`src/rtl/ppreg_pkg.sv`:
```
package ppreg_pkg;

    localparam int PORT_W = 8;
    localparam int CTRL_W = 4;

    localparam logic [CTRL_W-1:0] CTL_SELECT = 4'd1;
    localparam logic [CTRL_W-1:0] CTL_STROBE = 4'd3;
    localparam logic [CTRL_W-1:0] CTL_REST   = 4'd4;
    localparam logic [PORT_W-1:0] WR_OFFSET  = 8'h60;

    typedef enum logic [2:0] {
        ST_IDLE,
        ST_ADDR,
        ST_SEL,
        ST_MID,
        ST_LAST
    } step_t;

    typedef struct packed {
        logic [PORT_W-1:0] data;
        logic [CTRL_W-1:0] ctrl;
    } port_t;

    typedef struct packed {
        logic       write;
        logic [7:0] index;
        logic [7:0] wbyte;
    } access_t;

    // Adapter line order to standard status order, one inverted line.
    function automatic logic [7:0] adapter_to_std(input logic [7:0] raw);
        logic [7:0] s;
        s    = '0;
        s[7] = ~raw[1];
        s[6] = raw[0];
        s[5] = raw[2];
        s[4] = raw[3];
        s[3] = raw[4];
        return s;
    endfunction

endpackage

```
`src/rtl/ppreg_status_map.sv`:
```
module ppreg_status_map
    import ppreg_pkg::*;
(
    input  logic       remap_en,
    input  logic [7:0] raw,
    output logic [3:0] nibble
);
    logic [7:0] std_byte;

    always_comb begin
        std_byte = remap_en ? adapter_to_std(raw) : raw;
        nibble   = std_byte[7:4];
    end

    // unmapped standard bits stay clear in remap mode
    always_comb begin
        if (remap_en)
            a_r5_unmapped_clear: assert (std_byte[2:0] == 3'b000);
    end

    // the reversed line arrives inverted
    always_comb begin
        if (remap_en)
            a_r6_busy_inverted: assert (nibble[3] == !raw[1]);
    end

endmodule

```
`src/rtl/ppreg_settle_timer.sv`:
```
module ppreg_settle_timer #(
    parameter int SETTLE_W = 4
) (
    input  logic                clk,
    input  logic                rst,
    input  logic                restart,
    input  logic [SETTLE_W-1:0] limit,
    output logic                expired
);
    logic [SETTLE_W-1:0] cnt;

    assign expired = (cnt == limit);

    always_ff @(posedge clk) begin
        if (rst)
            cnt <= '0;
        else if (restart)
            cnt <= '0;
        else if (!expired)
            cnt <= cnt + 1'b1;
    end

    // a running window advances by exactly one per cycle
    a_r8_timer_steps: assert property (@(posedge clk) disable iff (rst)
        (!restart && !expired) |=> (cnt == $past(cnt) + 1'b1));

endmodule

```
`src/rtl/ppreg_sequencer.sv`:
```
module ppreg_sequencer
    import ppreg_pkg::*;
#(
    parameter int IDX_W = 4
) (
    input  logic             clk,
    input  logic             rst,
    input  logic             req_valid,
    input  logic             req_write,
    input  logic [IDX_W-1:0] req_index,
    input  logic [7:0]       req_wdata,
    input  logic             expired,
    input  logic [3:0]       status_nib,
    output logic             restart,
    output logic             ready,
    output logic             done,
    output logic [7:0]       rd_data,
    output port_t            port
);
    localparam int PAD_W = PORT_W - IDX_W;

    step_t      step;
    access_t    cur;
    logic [3:0] low_hold;
    logic       accept;
    logic       advance;
    logic [7:0] idx_wide;

    assign idx_wide = {{PAD_W{1'b0}}, req_index};
    assign ready    = (step == ST_IDLE);
    assign accept   = req_valid && ready;
    assign advance  = !ready && expired;
    assign restart  = accept || advance;

    always_ff @(posedge clk) begin
        if (rst) begin
            step     <= ST_IDLE;
            cur      <= '0;
            low_hold <= '0;
            rd_data  <= '0;
            done     <= 1'b0;
            port     <= '{data: '0, ctrl: CTL_REST};
        end else begin
            done <= 1'b0;
            if (accept) begin
                cur       <= '{write: req_write, index: idx_wide, wbyte: req_wdata};
                step      <= ST_ADDR;
                port.data <= req_write ? (WR_OFFSET + idx_wide) : idx_wide;
            end else if (advance) begin
                case (step)
                    ST_ADDR: begin
                        step      <= ST_SEL;
                        port.ctrl <= CTL_SELECT;
                    end
                    ST_SEL: begin
                        step <= ST_MID;
                        if (cur.write)
                            port.data <= cur.wbyte;
                        else
                            port.ctrl <= CTL_STROBE;
                    end
                    ST_MID: begin
                        step      <= ST_LAST;
                        port.ctrl <= CTL_REST;
                        if (!cur.write)
                            low_hold <= status_nib;
                    end
                    ST_LAST: begin
                        step <= ST_IDLE;
                        done <= 1'b1;
                        if (!cur.write)
                            rd_data <= {status_nib, low_hold};
                    end
                    default: step <= ST_IDLE;
                endcase
            end
        end
    end

    // completion is a single-cycle pulse
    a_r10_done_pulse: assert property (@(posedge clk) disable iff (rst)
        done |=> !done);

    // completion is reported with the block idle again
    a_r9_done_when_idle: assert property (@(posedge clk) disable iff (rst)
        done |-> ready);

    // only the three defined control codes appear
    a_r3_ctrl_codes: assert property (@(posedge clk) disable iff (rst)
        (port.ctrl == CTL_SELECT) || (port.ctrl == CTL_STROBE) || (port.ctrl == CTL_REST));

    // the port moves only when a step opens
    a_r8_port_holds: assert property (@(posedge clk) disable iff (rst)
        (port != $past(port)) |-> $past(restart));

    // a busy block keeps the access it latched
    a_r9_busy_keeps_access: assert property (@(posedge clk) disable iff (rst)
        !ready |=> (cur == $past(cur)));

    // read data changes only on a completing read
    a_r10_rd_stable: assert property (@(posedge clk) disable iff (rst)
        (rd_data != $past(rd_data)) |-> done);

endmodule

```
`src/rtl/ppreg_bridge_access.sv`:
```
module ppreg_bridge_access
    import ppreg_pkg::*;
#(
    parameter int IDX_W    = 4,
    parameter int SETTLE_W = 4
) (
    input  logic                clk,
    input  logic                rst,
    input  logic                req_valid,
    input  logic                req_write,
    input  logic [IDX_W-1:0]    req_index,
    input  logic [7:0]          req_wdata,
    input  logic                remap_en,
    input  logic [SETTLE_W-1:0] settle_cycles,
    output logic                ready,
    output logic                done,
    output logic [7:0]          rd_data,
    output logic [7:0]          pp_data,
    output logic [3:0]          pp_ctrl,
    input  logic [7:0]          pp_status
);
    logic       restart;
    logic       expired;
    logic [3:0] status_nib;
    port_t      port;

    ppreg_status_map u_map (
        .remap_en (remap_en),
        .raw      (pp_status),
        .nibble   (status_nib)
    );

    ppreg_settle_timer #(.SETTLE_W(SETTLE_W)) u_timer (
        .clk     (clk),
        .rst     (rst),
        .restart (restart),
        .limit   (settle_cycles),
        .expired (expired)
    );

    ppreg_sequencer #(.IDX_W(IDX_W)) u_seq (
        .clk        (clk),
        .rst        (rst),
        .req_valid  (req_valid),
        .req_write  (req_write),
        .req_index  (req_index),
        .req_wdata  (req_wdata),
        .expired    (expired),
        .status_nib (status_nib),
        .restart    (restart),
        .ready      (ready),
        .done       (done),
        .rd_data    (rd_data),
        .port       (port)
    );

    assign pp_data = port.data;
    assign pp_ctrl = port.ctrl;

endmodule

```
`config.mk`:
```
export PLATFORM = sky130hd
export DESIGN_NAME = ppreg_bridge_access
export DESIGN_NICKNAME = d
export VERILOG_FILES = /design/src/rtl/ppreg_pkg.sv /design/src/rtl/ppreg_status_map.sv /design/src/rtl/ppreg_settle_timer.sv /design/src/rtl/ppreg_sequencer.sv /design/src/rtl/ppreg_bridge_access.sv
export SDC_FILE = /design/constraint.sdc
export NUM_CORES = 1
export LEC_CHECK = 0
export BUFFER_PORTS_ARGS = -buffer_cell sky130_fd_sc_hd__buf_2
export CORE_UTILIZATION = 55
export CTS_CLUSTER_SIZE = 24
export DETAILED_ROUTE_END_ITERATION = 8
export GPL_TIMING_DRIVEN = 0
export PLACE_DENSITY = 0.8
export SKIP_LAST_GASP = 1
export SLEW_MARGIN = 30
export SYNTH_ARGS = -nofsm -noshare
export SYNTH_HDL_FRONTEND = slang
export SYNTH_SLANG_ARGS = --single-unit
```
`constraint.sdc`:
```
create_clock -name clk -period 4.75 [get_ports clk]
set_clock_uncertainty 0.15 [all_clocks]
set_input_delay 0.475 -clock clk [delete_from_list [all_inputs] [get_ports clk]]
set_output_delay 0.475 -clock clk [all_outputs]
set_load 0.05 [all_outputs]
```
==> impl_results.md <==
- Wirelength per Cell: 11.68 um
- TritonCTS clock tree: yes
- Most common cell after layout, fill and taps aside: buf_2
- GRT Overall Usage: around 22%
- Placed Cells incl. Taps: 293
- Final Non-Filler Cells: between 300 and 400
- Register area share after synthesis: 45.42%
- Syn avg cell area: 8.771 sq um
- Crit Path Max Fanout: 10
- Final Hold Vio Count: 0
- 1st-pass router iterations: 4
- Remaining DRCs: 0
- First-pass GRT wire length: 5.747 mm
- Port-buffer cells: 48
- Antenna Nets Post-Route: 0
- Setup TNS: 0 ns
- Post-Synthesis Cells: 201
- Commonest cells after routing, fill and taps aside: buf_2, dfxtp_1, nand2_1, mux2i_1, a21oi_1
- Grt ovf: 0
- Design area: approximately 0.0021 sq mm
- Yosys reg bits: 40
- Site Rows: 20
- Antenna violations before repair: 0
- Die Y: around 59 um
- Worst Hold Class: in2reg
- H-tree Lvls: 2
- Max Cap Viol: 0
- Syn-to-layout area delta: 20.30%
- NumNets Final: ~290
- FILL cells: about 280
- Synth top area share: around 45%
- Final Slew Violations: 0
- Largest net degree at the start of global routing: 13
- Rel. slew slack: just over 50%
- # hold bufs at CTS: 0
- # diodes: 0
- YS warnings: 0
- Root Buffer: clkbuf_4
- Dpl hpwl: approximately 2.6 mm
- Vias in the first global route: 1310
- Max Root-Sink Buffers: 2
- Min Tclk post-route: about 2.5 ns
- CP arrival: around 1.8 ns
- Synth Flop Type: dfxtp_1
- Yosys cell types: 34
- Clock Latency Late Sink: ~0.34 ns
- P_leak: around 0.9 nW
- Via count: between 1500 and 2000
- Fmax: roughly 400 MHz
- First DRT Iteration DRCs: 50
- Post-CTS sizing: 0
- Crit path kind: reg2out
- Clock slew seen by the registers of the worst setup and hold paths: about 0.11 ns
- Syn Nets: 231
- RePlAce Congestion: 0.7830
- Post-CTS setup buffers: 0
- Final period util: roughly half
- Final setup viols: 0
- Die Area: about 0.0034 sq mm
- Fin Hold WS: 0.2034 ns
- Required time worst endpoint: roughly 4.1 ns
- Register area: roughly 800 sq um
- Vias per cell: 5.252
- Crit end category: primary output
- Number of synthesized flops with an enable pin: 0
- Power Dens Cells: roughly 320 mW/mm^2
- Placed Instance Area: around 0.002 sq mm
- Layout cells sized above 1: 24.12%
- Area of the multi-input gates: ~860 sq um
- Outcome: finished clean
- Post-Syn Area: about 0.0018 sq mm
- Sinks on Clock Net: 40
- Worst Max-Slew Pin Slew: between 0.7 and 0.8 ns
- Worst VDD drop: between 0.2 and 0.3 mV
- Yosys top cell by area: dfxtp_1
- Chip width: 58.62 um
- Starting Density: slightly below 60%
- Io pins: 51
- RSZ-0062 raised after global routing: false
- Worst setup SP type: flop
- Drt total wl: ~3.5 mm
- Synth area leaders: dfxtp_1, mux2i_1, nand2_1
- Core box area: ~0.003 sq mm
- CTS buffer count: 5
- Ys async rst share: 0%
## metal layers
layer  global-route usage, %  up-vias  share of wire (%)
li1                        -      811                  -
met1                   30.06      719                 49
met5                       0        -                  0
met2                   33.33       41                 45
met4                   10.88        0                2.3
met3                   5.055       10                4.3
## synth_stat cells, types with 2 or more instances
master	count
a21oi_1	16
a221oi_1	6
a31oi_1	2
a32oi_1	4
and3_1	2
buf_2	2
clkbuf_1	14
dfxtp_1	40
inv_1	5
mux2i_1	18
nand2_1	25
nand2b_1	15
nand3_1	6
nand3b_1	2
nor2_1	10
nor3_1	4
o21ai_0	4
or2_2	3
or3_1	3
or4_1	3
xor2_1	4
## path summary, 6_finish.rpt
| kind | from | end | slack [ns] | depth (start not counted) |
|---|---|---|---|---|
| setup / recovery | u_seq.step[2] | ready | 2.28 | 5 |
| setup reg to reg | u_timer.cnt[0] | u_seq.port[6] | 2.43 | 5 |
| hold / removal | req_wdata[1] | u_seq.cur[1] | 0.20 | 3 |
| hold reg to reg | u_seq.cur[5] | u_seq.cur[5] | 0.31 | 2 |
## final cells by class
cell class              instances  area share (%)
clock buffers                   7           2.596
plain buffers                  18           3.835
flip-flops and latches         40           37.76
multi-input cells             138           40.65
repair buffers                 48           11.33
inverters                       5          0.8850
clock inverters                 1          0.3540
well taps                      44           2.596
## through the flow
step / power, mW / util, % / setup WS [ns]
2_1_floorplan: 0.4682 / - / 2.599
3_3_place_gp: 0.5041 / 67.42 / 2.251
5_1_grt: 0.7115 / 69.47 / 2.179
4_1_cts: 0.6790 / 69.47 / 2.297
3_5_place_dp: 0.5064 / 67.42 / 2.230
6_report: 0.6776 / 69.47 / 2.283
## logic make-up (layout without fill, tap and decap cells)
group / after synthesis / in the layout / share of synthesized area, %
buffers and inverters: 23 / 79 / 5.678
AOI/OAI and AO/OA: 35 / 35 / 12.56
xor gates and xnor gates: 5 / 5 / 2.484
adders and majority gates: 1 / 1 / 0.7096
muxes: 18 / 18 / 10.22
other: 1 / 1 / 0.2127
and+or+nand+nor: 78 / 78 / 22.71
DFF: 40 / 40 / 45.42
## critical path, cell delays in order, from the launching register on
cell      delay (ns)
dfxtp_1         0.31
clkbuf_1        0.20
or3_1           0.38
clkbuf_1        0.19
inv_1           0.15
buf_2           0.28
## registers in the layout, indices dropped and copies added, names as in the netlist
signal	count
u_seq.port	11
u_seq.cur	9
u_seq.step	3
u_timer.cnt	4
u_seq.low_hold	4
u_seq.rd_data	8
u_seq.done	1
## power breakdown
part | switching [mW] | leakage (nW) | internal, mW
sequential | 0.0119 | 0.326 | 0.353
combinational | 0.0904 | 0.565 | 0.0447
clock | 0.105 | 0.0315 | 0.0725
No activity file was read; power rests on OpenSTA's default activity.
